File: src/rtl/statmux_pkg.sv
package statmux_pkg;

  typedef enum logic [2:0] {
    SHOW_OFF,
    SHOW_LOCK,
    SHOW_REF,
    SHOW_MAIN,
    SHOW_FAST,
    SHOW_RST
  } show_e;

  typedef struct packed {
    show_e kind;
    logic  use_rf;
    logic  use_if;
  } route_t;

  // sel bit 3: RF lock, bit 2: IF lock, bit 1: RF out, bit 0: IF out
  function automatic route_t decode_sel(input logic [3:0] s);
    route_t r;
    r = '{kind: SHOW_OFF, use_rf: 1'b0, use_if: 1'b0};
    case (s)
      4'b0100: r = '{kind: SHOW_LOCK, use_rf: 1'b0, use_if: 1'b1};
      4'b1000: r = '{kind: SHOW_LOCK, use_rf: 1'b1, use_if: 1'b0};
      4'b1100: r = '{kind: SHOW_LOCK, use_rf: 1'b1, use_if: 1'b1};
      4'b0001: r = '{kind: SHOW_REF,  use_rf: 1'b0, use_if: 1'b1};
      4'b0010: r = '{kind: SHOW_REF,  use_rf: 1'b1, use_if: 1'b0};
      4'b0101: r = '{kind: SHOW_MAIN, use_rf: 1'b0, use_if: 1'b1};
      4'b0110: r = '{kind: SHOW_MAIN, use_rf: 1'b1, use_if: 1'b0};
      4'b0011: r = '{kind: SHOW_FAST, use_rf: 1'b0, use_if: 1'b0};
      4'b0111: r = '{kind: SHOW_RST,  use_rf: 1'b0, use_if: 1'b1};
      4'b1011: r = '{kind: SHOW_RST,  use_rf: 1'b1, use_if: 1'b0};
      4'b1111: r = '{kind: SHOW_RST,  use_rf: 1'b1, use_if: 1'b1};
      default: r = '{kind: SHOW_OFF,  use_rf: 1'b0, use_if: 1'b0};
    endcase
    return r;
  endfunction

endpackage

File: src/rtl/statmux_lockdet.sv
module statmux_lockdet #(
  parameter int WIDE_MAX    = 4,
  parameter int LOCK_CYCLES = 4
) (
  input  logic clk_i,
  input  logic rst_ni,
  input  logic up_i,
  input  logic dn_i,
  input  logic tick_i,
  output logic locked_o,
  output logic busy_o
);
  localparam int WW = $clog2(WIDE_MAX + 1);
  localparam int GW = $clog2(LOCK_CYCLES + 1);
  localparam logic [WW-1:0] WLIM = WW'(WIDE_MAX);
  localparam logic [GW-1:0] GLIM = GW'(LOCK_CYCLES);

  logic [WW-1:0] wcnt_q;
  logic [GW-1:0] good_q;
  logic          act;
  logic          wide;

  assign act  = up_i | dn_i;
  assign wide = act && (wcnt_q == WLIM);

  always_ff @(posedge clk_i or negedge rst_ni) begin
    if (!rst_ni) begin
      wcnt_q <= '0;
      good_q <= '0;
    end else begin
      if (!act)       wcnt_q <= '0;
      else if (!wide) wcnt_q <= wcnt_q + 1'b1;

      if (wide)                         good_q <= '0;
      else if (tick_i && good_q != GLIM) good_q <= good_q + 1'b1;
    end
  end

  assign locked_o = (good_q == GLIM);
  assign busy_o   = act;
endmodule

File: src/rtl/statmux_select.sv
module statmux_select
  import statmux_pkg::*;
(
  input  logic       clk_i,
  input  logic       rst_ni,
  input  route_t     route_i,
  input  logic [1:0] locked_i,
  input  logic [1:0] busy_i,
  input  logic [1:0] ref_i,
  input  logic [1:0] main_i,
  output logic       stat_o,
  output logic       oe_o,
  output logic [1:0] rst_o
);
  // index 1 = RF loop, index 0 = IF loop
  logic       stat_d;
  logic       oe_d;
  logic [1:0] rst_d;
  logic [1:0] good_lvl;

  assign good_lvl = locked_i & ~busy_i;

  always_comb begin
    stat_d = 1'b0;
    oe_d   = 1'b0;
    rst_d  = 2'b00;
    case (route_i.kind)
      SHOW_LOCK: stat_d = (!route_i.use_rf || good_lvl[1]) &&
                          (!route_i.use_if || good_lvl[0]);
      SHOW_REF:  stat_d = route_i.use_rf ? ref_i[1]  : ref_i[0];
      SHOW_MAIN: stat_d = route_i.use_rf ? main_i[1] : main_i[0];
      SHOW_FAST: oe_d   = 1'b1;
      SHOW_RST:  rst_d  = {route_i.use_rf, route_i.use_if};
      default:   stat_d = 1'b0;
    endcase
  end

  always_ff @(posedge clk_i or negedge rst_ni) begin
    if (!rst_ni) begin
      stat_o <= 1'b0;
      oe_o   <= 1'b0;
      rst_o  <= 2'b00;
    end else begin
      stat_o <= stat_d;
      oe_o   <= oe_d;
      rst_o  <= rst_d;
    end
  end
endmodule

File: src/rtl/lock_status_mux.sv
module lock_status_mux
  import statmux_pkg::*;
#(
  parameter int WIDE_MAX    = 4,
  parameter int LOCK_CYCLES = 4
) (
  input  logic       clk_i,
  input  logic       rst_ni,
  input  logic [3:0] sel_i,
  input  logic       rf_ref_i,
  input  logic       if_ref_i,
  input  logic       rf_main_i,
  input  logic       if_main_i,
  input  logic       rf_up_i,
  input  logic       rf_dn_i,
  input  logic       if_up_i,
  input  logic       if_dn_i,
  output logic       stat_o,
  output logic       fastlock_oe_o,
  output logic       rf_cnt_rst_o,
  output logic       if_cnt_rst_o
);
  localparam int NLOOP = 2;

  logic [NLOOP-1:0] up_v, dn_v, ref_v, main_v, locked_v, busy_v;
  logic [1:0]       rst_v;
  route_t           route;

  assign up_v   = {rf_up_i,   if_up_i};
  assign dn_v   = {rf_dn_i,   if_dn_i};
  assign ref_v  = {rf_ref_i,  if_ref_i};
  assign main_v = {rf_main_i, if_main_i};
  assign route  = decode_sel(sel_i);

  for (genvar g = 0; g < NLOOP; g++) begin : g_loop
    statmux_lockdet #(
      .WIDE_MAX   (WIDE_MAX),
      .LOCK_CYCLES(LOCK_CYCLES)
    ) u_det (
      .clk_i   (clk_i),
      .rst_ni  (rst_ni),
      .up_i    (up_v[g]),
      .dn_i    (dn_v[g]),
      .tick_i  (ref_v[g]),
      .locked_o(locked_v[g]),
      .busy_o  (busy_v[g])
    );
  end

  statmux_select u_sel (
    .clk_i   (clk_i),
    .rst_ni  (rst_ni),
    .route_i (route),
    .locked_i(locked_v),
    .busy_i  (busy_v),
    .ref_i   (ref_v),
    .main_i  (main_v),
    .stat_o  (stat_o),
    .oe_o    (fastlock_oe_o),
    .rst_o   (rst_v)
  );

  assign rf_cnt_rst_o = rst_v[1];
  assign if_cnt_rst_o = rst_v[0];
endmodule

File: config.mk
export PLATFORM = sky130hd
export DESIGN_NAME = lock_status_mux
export DESIGN_NICKNAME = d
export VERILOG_FILES = /design/src/rtl/statmux_pkg.sv /design/src/rtl/statmux_lockdet.sv /design/src/rtl/statmux_select.sv /design/src/rtl/lock_status_mux.sv
export SDC_FILE = /design/constraint.sdc
export NUM_CORES = 1
export LEC_CHECK = 0
export ABC_AREA = 1
export BUFFER_PORTS_ARGS = -buffer_cell sky130_fd_sc_hd__buf_2
export CAP_MARGIN = 5
export CELL_PAD_IN_SITES_DETAIL_PLACEMENT = 1
export CELL_PAD_IN_SITES_GLOBAL_PLACEMENT = 2
export CORE_MARGIN = 5
export CORE_UTILIZATION = 33
export CTS_CLUSTER_SIZE = 20
export DETAILED_ROUTE_END_ITERATION = 7
export MAX_ROUTING_LAYER = met4
export PLACE_DENSITY = 0.82
export SYNTH_ARGS = -nofsm -noshare
export SYNTH_HDL_FRONTEND = slang
export SYNTH_SLANG_ARGS = --single-unit
export TNS_END_PERCENT = 50
File: constraint.sdc
create_clock -name clk_i -period 3.3 [get_ports clk_i]
set_clock_uncertainty 0.05 [all_clocks]
set_input_delay 0.495 -clock clk_i [delete_from_list [all_inputs] [get_ports clk_i]]
set_output_delay 0.495 -clock clk_i [all_outputs]
set_load 0.03 [all_outputs]
==> metrics list <==
- Once detail routing completed, the nets flagged for antenna violations numbered 0.
- The worst setup path is launched from a register.
* Total Nets Final: 165
- Minimum clock period: 1389 ps
* Fraction of layout cells with a size suffix above 1: 0.1871
- The die is 63.72 um tall.
* Vias per cell: 4.647
- Biggest cell delay along the critical path: 380 ps
- Measured along the x axis, the die boundary spans 63.72 um.
- Of the post-synthesis cell area, the dominant cell type holds 0.4205.
- For the worst setup path, the data arrival time is 840 ps.
- The setup path with the least slack is of type register to primary output.
- Global-route wire length before repair: 3594 um
- The most used flip-flop cell after synthesis is sky130_fd_sc_hd__dfrtp_1.
- Across the VDD grid, the largest voltage drop is 344.1 uV.
- Once the clock tree was built, the resizer swapped 0 gates to a different size.
* Number of vias after detailed routing: 790
* Number of storage elements in the synthesis netlist: 16
- The clock passes through at most 2 buffers.
- After global routing the overflow that remains totals 0.
- Final slew viol count: 0
* Number of buffer and inverter instances along the worst setup path: 1
* PortBufs: 17
- Share of the clock period used by the worst path after layout: 0.4208
- Fillers: 355
* Number of warnings issued by yosys: 0
- Initial Util: 0.3453
- The worst register-to-register path ends at g_loop[0].u_det.good_q[0].
- Clock tree synthesis inserted a total of 3 buffers.
- Final routed DRC violation total: 0
- In this run the mean area of a mapped cell was 8.069 sq um.
* Cell area after placement: 1076 sq um
* Fin area: 1112 sq um
* Violation count after the first detailed-routing iteration: 45
* Placeable core area: 2758 sq um
- Counting every sink on the clock net gives 16.
- Flop2flop setup slack: 1950 ps
- R2r startpoint: g_loop[0].u_det.wcnt_q[0]
- By area the synthesized netlist is led by sky130_fd_sc_hd__dfrtp_1 42%, sky130_fd_sc_hd__ha_1 14%, sky130_fd_sc_hd__nand2_1 7.9%.
- Wires add up to 2051 um.
* Headroom to the max-slew limit: 0.7553
- The largest total area in the synthesized netlist belongs to sky130_fd_sc_hd__dfrtp_1.
- The run finished with clean final reports.
* Path length in cells of the critical path: 1
- Count of endpoints failing setup in the final report: 0
- Overall power consumption after layout is estimated at 760.6 uW.
- Worst Hold Class: input port to asynchronous set/reset pin
- Worst Path Required: 2750 ps
- Critical Path Fanout Max: 1
- Number of different library cells in the post-synthesis netlist: 17
* Via count of the first global-routing pass: 811
* Average routed wire per standard cell: 12.06 um
* Leakage power figure: 0.6055 nW
- CP delay by family, top: flip-flops
* RSZ-0062 raised after global routing: false
- The die covers 4060 sq um.
- The number of antenna violations at the first check in global routing came to 0.
* Drt pass-1 iters: 4
* Critical-path cell with the highest stage delay: sky130_fd_sc_hd__dfrtp_1
* Layout-stage area growth over the synthesis result: 16.82%
* Max-cap violations: 0
- Worst reg2reg path depth: 7
- Number of enable-type register cells in the synthesized netlist: 0
- Traced cell by cell, the critical path runs through buf_2.
- For this run, the total global-route usage over all layers was measured as 0.1130.
- Maximum clock rate: 0.7201 GHz
- The number of failing hold endpoints at the final stage was 0.
* Clock transition at path regs: 100 ps
- CTS built an H-tree with a depth of 1.
- Proportion of register bits with asynchronous set or reset after synthesis: 1.000
- Post-Synthesis Cells: 118
- Synthesized Nets: 143
- The mapped netlist covers 952.2 sq um.
- Beginning of the critical path: u_sel.rst_o[0]
- Critical Path End Type: primary output
- For the final routed database, the setup TNS stands at 0 ps.
* HPWL reported at the end of detailed placement: 1730 um
* Power per cell area: 683.8 nW/um^2
* TritonCTS clock tree: yes
- Part of the Yosys area used for sequential elements: 0.4205
- By count the netlist is led by 20 x sky130_fd_sc_hd__nand2_1, 19 x sky130_fd_sc_hd__inv_1, 16 x sky130_fd_sc_hd__dfrtp_1.
* Final weighted congestion of routability-driven global placement: 0.8033
- Diodes inserted: 0
- IO Pins: 18
* Number of rows created at floorplan: 19
- Critical Path End: if_cnt_rst_o
- Among all cell types in the netlist, the one instantiated most often is sky130_fd_sc_hd__nand2_1.
- Clk root buf: sky130_fd_sc_hd__clkbuf_4
- Pin count of the biggest net entering global routing: 17
- Clk Latency, worst-skew pair: 290 ps
- Buffers added to address setup during post-CTS repair amount to 0.
* Pin slew with the least headroom to its limit: 367.0 ps
- Number of hold buffers added after cts: 0
==> placed cells by master (no fill, tap or decap), drive strengths merged <==
cell / synthesis / layout
a211oi: 2 / 2
a21oi: 8 / 8
buf: 0 / 17
clkbuf: 0 / 4
dfrtp: 16 / 16
ha: 11 / 11
inv: 20 / 20
nand2: 23 / 23
nand3: 9 / 9
nand4: 1 / 1
nor2: 12 / 12
nor3: 1 / 1
o21a: 1 / 1
o21ai: 10 / 10
o21bai: 1 / 1
or2: 1 / 1
xnor2: 2 / 2
==> per-layer routing <==
layer  wire, um  global-route usage  up-vias
li1           -                   -      421
met1        993              0.1446      354
met2        979              0.1815       13
met3         50             0.01066        2
met4         27             0.04675        0
met5          0                   -        -
==> worst min path at each step <==
stage                                           end  slack, ps  depth (start not counted)
after floorplan           g_loop[0].u_det.good_q[0]        150                          0
after global placement                   u_sel.oe_o        390                          1
after detailed placement  g_loop[1].u_det.good_q[2]        390                          1
after CTS                 g_loop[0].u_det.good_q[1]         70                          1
after global routing      g_loop[1].u_det.wcnt_q[0]         80                          1
final                                u_sel.rst_o[0]         60                          1
==> stage by stage <==
stage / setup WS [ps] / util / hold slack, ps / instances
finish: 1911 / 0.4034 / 56.18 / 170
global route: 1760 / 0.4034 / 81.38 / 170
CTS: 1895 / 0.4034 / 68.61 / 170
detailed placement: 1605 / 0.3902 / 393.7 / 166
global placement: 1649 / 0.3902 / 390.1 / 166
floorplan: 1855 / - / 149.4 / 118
==> sequential cells by signal, indices dropped and copies added (netlist names) <==
register             count
g_loop.u_det.wcnt_q      6
u_sel.rst_o              2
u_sel.stat_o             1
u_sel.oe_o               1
g_loop.u_det.good_q      6
==> layout make-up <==
class / count / area (sq um) / share of cell area
Multi-Input combinational cell: 82 / 476.7 / 0.4286
Sequential cell: 16 / 400.4 / 0.3600
Timing Repair Buffer: 17 / 85.08 / 0.07649
Inverter: 20 / 75.07 / 0.06749
Tap cell: 31 / 38.79 / 0.03487
Clock buffer: 4 / 36.28 / 0.03262
==> where the power goes <==
| group | switching [mW] | total [mW] | internal (mW) | leakage [nW] |
|---|---|---|---|---|
| Clock | 0.0651 | 0.132 | 0.0671 | 0.0210 |
| Combinational | 0.176 | 0.302 | 0.126 | 0.385 |
| Sequential | 0.0515 | 0.326 | 0.275 | 0.199 |
==> logic make-up after synthesis <==
logic type | synth area share
and+or+nand+nor | 0.2116
adders and majority gates | 0.1445
AOI/OAI and AO/OA | 0.1262
DFF | 0.4205
buffers and inverters | 0.07884
xor gates and xnor gates | 0.01840
(Power assumes the default switching activity.)
